### src/rtl/vbt_pkg.sv
package vbt_pkg;

    typedef enum logic [1:0] {
        HW_LEAD   = 2'd0,
        HW_ACTIVE = 2'd1,
        HW_DONE   = 2'd2
    } hwin_state_t;

    localparam logic [2:0] ADR_HB_LO = 3'd0;
    localparam logic [2:0] ADR_HB_HI = 3'd1;
    localparam logic [2:0] ADR_VB    = 3'd2;
    localparam logic [2:0] ADR_VA_LO = 3'd3;
    localparam logic [2:0] ADR_VA_HI = 3'd4;

    localparam int RST_HB = 268;
    localparam int RST_VB = 19;
    localparam int RST_VA = 241;

endpackage

### src/rtl/vbt_regs.sv
module vbt_regs
    import vbt_pkg::*;
#(
    parameter int HB_W = 10,
    parameter int VB_W = 8,
    parameter int VA_W = 9
) (
    input  logic            clk,
    input  logic            rst_n,
    input  logic            wr_en,
    input  logic [2:0]      wr_addr,
    input  logic [7:0]      wr_data,
    input  logic [2:0]      rd_addr,
    output logic [7:0]      rd_data,
    output logic [HB_W-1:0] hb_q,
    output logic [VB_W-1:0] vb_q,
    output logic [VA_W-1:0] va_q
);

    // reset defaults; R2: only implemented bits are stored
    always_ff @(posedge clk) begin
        if (!rst_n) begin
            hb_q <= HB_W'(RST_HB);
            vb_q <= VB_W'(RST_VB);
            va_q <= VA_W'(RST_VA);
        end else if (wr_en) begin
            case (wr_addr)
                ADR_HB_LO: hb_q[7:0]      <= wr_data;
                ADR_HB_HI: hb_q[HB_W-1:8] <= wr_data[HB_W-9:0];
                ADR_VB:    vb_q           <= wr_data[VB_W-1:0];
                ADR_VA_LO: va_q[7:0]      <= wr_data;
                ADR_VA_HI: va_q[VA_W-1:8] <= wr_data[VA_W-9:0];
                default:   ;
            endcase
        end
    end

    always_comb begin
        case (rd_addr)
            ADR_HB_LO: rd_data = hb_q[7:0];
            ADR_HB_HI: rd_data = 8'(hb_q >> 8);
            ADR_VB:    rd_data = 8'(vb_q);
            ADR_VA_LO: rd_data = va_q[7:0];
            ADR_VA_HI: rd_data = 8'(va_q >> 8);
            default:   rd_data = 8'h00;
        endcase
    end

endmodule

### src/rtl/vbt_hwin.sv
module vbt_hwin
    import vbt_pkg::*;
#(
    parameter int HC_W = 10,
    parameter int LW   = 12
) (
    input  logic            clk,
    input  logic            rst_n,
    input  logic            line_load,
    input  logic [HC_W-1:0] h_nxt,
    input  logic [LW-1:0]   ld_start,
    input  logic [LW-1:0]   ld_len,
    input  logic [LW-1:0]   cur_start,
    input  logic [LW-1:0]   cur_len,
    output logic            win_o
);

    hwin_state_t state, state_n;
    logic [LW-1:0] rem, rem_n;

    always_comb begin
        state_n = state;
        rem_n   = rem;
        if (line_load) begin
            // every line start opens a fresh window
            if (ld_len == '0) begin
                state_n = HW_DONE;
            end else if (ld_start == '0) begin
                state_n = HW_ACTIVE;
                rem_n   = ld_len;
            end else begin
                state_n = HW_LEAD;
            end
        end else begin
            unique case (state)
                HW_LEAD: begin
                    if (LW'(h_nxt) == cur_start) begin
                        if (cur_len == '0) begin
                            state_n = HW_DONE;
                        end else begin
                            state_n = HW_ACTIVE;
                            rem_n   = cur_len;
                        end
                    end
                end
                HW_ACTIVE: begin
                    if (rem == LW'(1)) state_n = HW_DONE;
                    else               rem_n   = rem - LW'(1);
                end
                HW_DONE: ;
                default: state_n = HW_DONE;
            endcase
        end
    end

    always_ff @(posedge clk) begin
        if (!rst_n) begin
            state <= HW_LEAD;
            rem   <= '0;
        end else begin
            state <= state_n;
            rem   <= rem_n;
        end
    end

    always_comb begin
        win_o = (state == HW_ACTIVE);
    end

endmodule

### src/rtl/vbt_vline.sv
module vbt_vline #(
    parameter int LINES = 262,
    parameter int VC_W  = 9,
    parameter int LW    = 12
) (
    input  logic            clk,
    input  logic            rst_n,
    input  logic            line_load,
    input  logic [LW-1:0]   vb,
    input  logic [LW-1:0]   va,
    output logic [VC_W-1:0] v_cnt,
    output logic            v_act
);

    // lines numbered from 1
    always_ff @(posedge clk) begin
        if (!rst_n) begin
            v_cnt <= VC_W'(1);
        end else if (line_load) begin
            if (v_cnt == VC_W'(LINES)) v_cnt <= VC_W'(1);
            else                       v_cnt <= v_cnt + VC_W'(1);
        end
    end

    always_comb begin
        v_act = (LW'(v_cnt) >= vb) && (LW'(v_cnt) < (vb + va));
    end

endmodule

### src/rtl/vbt_blank_timing.sv
module vbt_blank_timing
    import vbt_pkg::*;
#(
    parameter int PIX_PER_LINE    = 858,
    parameter int LINES_PER_FIELD = 262,
    parameter int HSYNC_LEN       = 64,
    parameter int HB_W            = 10,
    parameter int VB_W            = 8,
    parameter int VA_W            = 9
) (
    input  logic            clk,
    input  logic            rst_n,
    input  logic            wr_en,
    input  logic [2:0]      wr_addr,
    input  logic [7:0]      wr_data,
    input  logic [2:0]      rd_addr,
    output logic [7:0]      rd_data,
    input  logic            slave_mode,
    input  logic [HB_W-1:0] hsync_ofs,
    input  logic            ext_hsync_n,
    output logic            hsync_n,
    output logic            vsync_n,
    output logic            hblank,
    output logic            vblank,
    output logic            vid_active
);

    localparam int HC_W  = $clog2(PIX_PER_LINE);
    localparam int VC_W  = $clog2(LINES_PER_FIELD + 1);
    localparam int MAXW  = (HB_W > HC_W) ? ((HB_W > VA_W) ? HB_W : VA_W)
                                         : ((HC_W > VA_W) ? HC_W : VA_W);
    localparam int LW    = MAXW + 2;

    logic [HB_W-1:0] hb_q, sh_hb, sh_ofs;
    logic [VB_W-1:0] vb_q, sh_vb;
    logic [VA_W-1:0] va_q, sh_va;
    logic            sh_slv;
    logic            ext_q;
    logic            resync;
    logic            line_load;
    logic [HC_W-1:0] h_cnt, h_nxt;
    logic [VC_W-1:0] v_cnt;
    logic            v_act, h_win;
    logic            at_line_start;
    logic [LW-1:0]   cur_blank, cur_start, cur_len;
    logic [LW-1:0]   ld_blank, ld_start, ld_len;

    // encoded blanking is HB-14 (even) or HB-15 (odd)
    function automatic logic [LW-1:0] f_blank(input logic [LW-1:0] hb);
        if (hb < LW'(14)) return '0;
        return hb - LW'(14) - LW'(hb[0]);
    endfunction

    // start of the input-port window after the line start
    function automatic logic [LW-1:0] f_start(input logic [LW-1:0] hb,
                                              input logic [LW-1:0] ofs,
                                              input logic          slv);
        logic [LW-1:0] sub;
        sub = slv ? LW'(3) : (LW'(2) + ofs);
        return (hb >= sub) ? (hb - sub) : '0;
    endfunction

    function automatic logic [LW-1:0] f_len(input logic [LW-1:0] blank);
        return (blank >= LW'(PIX_PER_LINE)) ? '0 : (LW'(PIX_PER_LINE) - blank);
    endfunction

    vbt_regs #(.HB_W(HB_W), .VB_W(VB_W), .VA_W(VA_W)) u_regs (
        .clk     (clk),
        .rst_n   (rst_n),
        .wr_en   (wr_en),
        .wr_addr (wr_addr),
        .wr_data (wr_data),
        .rd_addr (rd_addr),
        .rd_data (rd_data),
        .hb_q    (hb_q),
        .vb_q    (vb_q),
        .va_q    (va_q)
    );

    // falling edge of the external sync restarts the line in slave mode
    always_comb begin
        resync    = slave_mode && ext_q && !ext_hsync_n;
        line_load = resync || (h_cnt == HC_W'(PIX_PER_LINE - 1));
        h_nxt     = line_load ? '0 : (h_cnt + HC_W'(1));
    end

    always_ff @(posedge clk) begin
        if (!rst_n) begin
            ext_q <= 1'b1;
            h_cnt <= '0;
        end else begin
            ext_q <= ext_hsync_n;
            h_cnt <= h_nxt;
        end
    end

    // shadow copies change only at a line start
    always_ff @(posedge clk) begin
        if (!rst_n) begin
            sh_hb  <= HB_W'(RST_HB);
            sh_vb  <= VB_W'(RST_VB);
            sh_va  <= VA_W'(RST_VA);
            sh_ofs <= '0;
            sh_slv <= 1'b0;
        end else if (line_load) begin
            sh_hb  <= hb_q;
            sh_vb  <= vb_q;
            sh_va  <= va_q;
            sh_ofs <= hsync_ofs;
            sh_slv <= slave_mode;
        end
    end

    always_comb begin
        cur_blank = f_blank(LW'(sh_hb));
        cur_start = f_start(LW'(sh_hb), LW'(sh_ofs), sh_slv);
        cur_len   = f_len(cur_blank);
        ld_blank  = f_blank(LW'(hb_q));
        ld_start  = f_start(LW'(hb_q), LW'(hsync_ofs), slave_mode);
        ld_len    = f_len(ld_blank);
    end

    vbt_hwin #(.HC_W(HC_W), .LW(LW)) u_hwin (
        .clk       (clk),
        .rst_n     (rst_n),
        .line_load (line_load),
        .h_nxt     (h_nxt),
        .ld_start  (ld_start),
        .ld_len    (ld_len),
        .cur_start (cur_start),
        .cur_len   (cur_len),
        .win_o     (h_win)
    );

    vbt_vline #(.LINES(LINES_PER_FIELD), .VC_W(VC_W), .LW(LW)) u_vline (
        .clk       (clk),
        .rst_n     (rst_n),
        .line_load (line_load),
        .vb        (LW'(sh_vb)),
        .va        (LW'(sh_va)),
        .v_cnt     (v_cnt),
        .v_act     (v_act)
    );

    always_comb begin
        at_line_start = (h_cnt == '0);
        hsync_n       = !(LW'(h_cnt) < LW'(HSYNC_LEN));
        vsync_n       = !(v_cnt == VC_W'(1));
        hblank        = LW'(h_cnt) < cur_blank;
        vblank        = !v_act;
        vid_active    = h_win && v_act;
    end

endmodule

### config.mk
export PLATFORM = sky130hd
export DESIGN_NAME = vbt_blank_timing
export DESIGN_NICKNAME = d
export VERILOG_FILES = /design/src/rtl/vbt_pkg.sv /design/src/rtl/vbt_regs.sv /design/src/rtl/vbt_hwin.sv /design/src/rtl/vbt_vline.sv /design/src/rtl/vbt_blank_timing.sv
export SDC_FILE = /design/constraint.sdc
export NUM_CORES = 1
export LEC_CHECK = 0
export CELL_PAD_IN_SITES_DETAIL_PLACEMENT = 0
export CELL_PAD_IN_SITES_GLOBAL_PLACEMENT = 1
export CORE_UTILIZATION = 45
export CTS_CLUSTER_DIAMETER = 80
export CTS_CLUSTER_SIZE = 20
export DETAILED_ROUTE_END_ITERATION = 7
export DONT_BUFFER_PORTS = 1
export MAX_ROUTING_LAYER = met4
export PLACE_DENSITY_LB_ADDON = 0.1
export SKIP_LAST_GASP = 1
export SLEW_MARGIN = 20
export SYNTH_ARGS = -nofsm -noshare
export SYNTH_HDL_FRONTEND = slang
export SYNTH_SLANG_ARGS = --single-unit
### constraint.sdc
create_clock -name clk -period 5.6 [get_ports clk]
set_input_delay 1.12 -clock clk [delete_from_list [all_inputs] [get_ports clk]]
set_output_delay 1.12 -clock clk [all_outputs]
set_load 0.05 [all_outputs]
==> run summary <==
global router's overall resource usage: 25.9%
routability cong.: 0.863
clock buffer depth: 2
clk_lat worst skew: 0.37 ns
DRC: 0
Area Overhead vs Synth: 5.21%
drt pass-1 iters: 5
Reg clk slew, reported paths: 0.08 ns
DP Area: 0.00822 sq mm
Synth area leaders: dfxtp_1 (25%), ha_1 (10%), nand2_1 (8.5%)
core area: 0.0174 sq mm
clock power share: 33.5%
worst slew pin tran: 0.949 ns
commonest non-fill, non-tap cell in the layout: nand2_1
drt total wl: 22,800 um
FP Rows: 48
Max Slew Vio Count: 0
fin area: 0.00851 sq mm
IO Pins: 42
placed instance count: 1,259
Max Freq: 203 MHz
Crit Path Class: flop to output pin
Cell Area, Synth: 0.00809 sq mm
worst-path fanout max: 3
cell depth of the worst flop-to-flop path: 14
Initial Utilization: 46.4%
Resized Gates After CTS: 0
Worst EP arrival: 3.82 ns
Worst setup EP type: output pin
clk sinks: 99
hold-fix buffers at CTS: 0
Clock H-tree levels: 3
clk_skew: 0.0166 ns
Final ANT Viol Nets: 0
Die Span Y: 136 um
LEAKAGE: 3.45 nW
Rel. slew slack: 36.3%
Setup TNS Final: 0 ns
Reg2Reg Launch Point: sh_ofs[3]
Hold WC Path Type: flop to flop
Syn. warnings: 0
crit share post-route: 88.2%
net switching power figure: 0.639 mW
slack of the critical path: 0.662 ns
Tmin final: 4.94 ns
CTS root buffer: clkbuf_16
Synth Register Bits: 99
First DRT Iteration DRCs: 419
layout cell share with drive strength beyond 1: 4.95%
Yosys cell types: 81
PortBufs: 0
total power density per cell area: 223 mW/mm^2
FFs w/ async S/R, synth: 0%
CTS tree: built
remaining global-route overflow: 0
P_int: 1.26 mW
post-CTS setup repair buffer count: 0
multi-input logic area: 0.00575 sq mm
antenna violations before repair: 0
Sw Ratio: 33.6%
HPWL after DPL: 17,100 um
first-pass GRT wire length: 36,300 um
cell taking the most area after synthesis: dfxtp_1
Final Hold Viols: 0
diode count: 0
vias in the first global route: 6,726
status: finished, final reports clean
largest net degree at the start of global routing: 61
WL/cell: 17.9 um
Comb power frac: 25.7%
vias per inst: 5.84
Setup crit start: sh_vb[0]
Main synth FF type: dfxtp_1
Post-Synthesis Net Count: 1,178
synthesized area per cell: 7.50 sq um
max-cap check violation count: 0
hold path start: sh_hb[0]
top cell type's share of synthesized area: 24.5%
final setup vio count: 0
Post-synth EDFFs: 0
sequential fraction of the synthesis area: 24.5%
maximum VDD drop: 0.000165 V
Die Span X: 136 um
most frequent cells in the layout: nand2_1 (184), dfxtp_1 (99), a21oi_1 (95)
RSZ-0062 raised after global routing: false
CP Data Required Time: 4.48 ns
via count: 7,445
clock buffer count from CTS: 9
Layout Nets: 1,144
Finished Layout Cells: 1,275
FF+latch area: 0.00198 sq mm
dpl ws: 1.01 ns
fill count: 1,794
die area: 0.0185 sq mm
Seq pwr share: 40.7%
Critical Path Start Type: flop
hold path depth: 2
cells after synthesis: 1,079
[state kept, by name (all words and copies together) (netlist names)]
signal,cells
u_hwin.rem,12
h_cnt,10
sh_hb,10
sh_ofs,10
u_regs.hb_q,10
sh_va,9
u_regs.va_q,9
u_vline.v_cnt,9
sh_vb,8
u_regs.vb_q,8
u_hwin.state,2
ext_q,1
sh_slv,1
[logic make-up (layout without fill, tap and decap cells)]
family | after synthesis | count (layout) | share of synthesized area [%]
fa+ha+maj | 70 | 70 | 11.1
buf+inv | 90 | 61 | 4.56
xor+xnor | 71 | 71 | 7.86
mux | 20 | 20 | 2.91
compound gates | 266 | 266 | 21.8
flops | 99 | 99 | 24.5
simple gates | 463 | 463 | 27.3
[per-stage QoR]
stage,power (mW),hold WS (ns),utilization [%]
floorplan,1.18,0.427,-
CTS,1.91,0.464,48.9
global route,2.00,0.478,48.9
detailed placement,1.28,0.453,47.2
global placement,1.28,0.442,47.2
finish,1.90,0.458,48.9
[power groups by stage]
| stage | registers (mW) | clock network [mW] | logic (mW) |
|---|---|---|---|
| global placement | 0.790 | 0 | 0.489 |
| global route | 0.779 | 0.676 | 0.544 |
| finish | 0.774 | 0.637 | 0.489 |
| CTS | 0.773 | 0.652 | 0.489 |
| floorplan | 0.773 | 0 | 0.407 |
| detailed placement | 0.790 | 0 | 0.486 |
[cells in the mapped netlist (25+ instances only)]
library cell	count
nand2b_1	25
ha_1	67
xor2_1	32
inv_1	37
o21ai_0	41
nand2_1	184
clkbuf_1	36
nand3_1	50
nor2_1	77
nor3_1	34
dfxtp_1	99
a21oi_1	95
xnor2_1	38
[critical path, stage by stage (launching register included)]
cell	delay, ns
dfxtp_1	0.33
ha_1	0.22
fa_1	0.41
a21oi_1	0.14
nor2_1	0.05
nor2_1	0.16
o21bai_1	0.08
a21oi_1	0.21
o21bai_1	0.08
a21oi_1	0.17
xor2_1	0.17
ha_1	0.26
a21oi_1	0.14
o21ai_0	0.09
a22o_1	0.49
nor2_1	0.22
buf_4	0.23
[layout make-up]
type                       count  area share (%)
inverter                      37            1.65
tap                          225            3.31
clock inverter                 6           0.632
clock buffer                  10            2.81
multi-input combinational    890            67.6
sequential                    99            23.3
timing repair buffer           8           0.706
[metal layers]
| metal | global-route usage [%] | vias up | wire (um) |
|---|---|---|---|
| met3 | 3.36 | 24 | 912 |
| met5 | - | - | 0 |
| met4 | 8.15 | 0 | 427 |
| met1 | 33.3 | 3477 | 10900 |
| met2 | 42.0 | 150 | 10600 |
| li1 | - | 3794 | - |
[path summary, 6_finish.rpt]
check / slack [ns] / endpoint
setup / recovery: 0.66 / vid_active
hold reg to reg: 0.46 / sh_hb[0]
setup reg to reg: 1.04 / u_hwin.rem[7]
hold / removal: 0.46 / sh_hb[0]
Power figures use the tool's default switching activity.
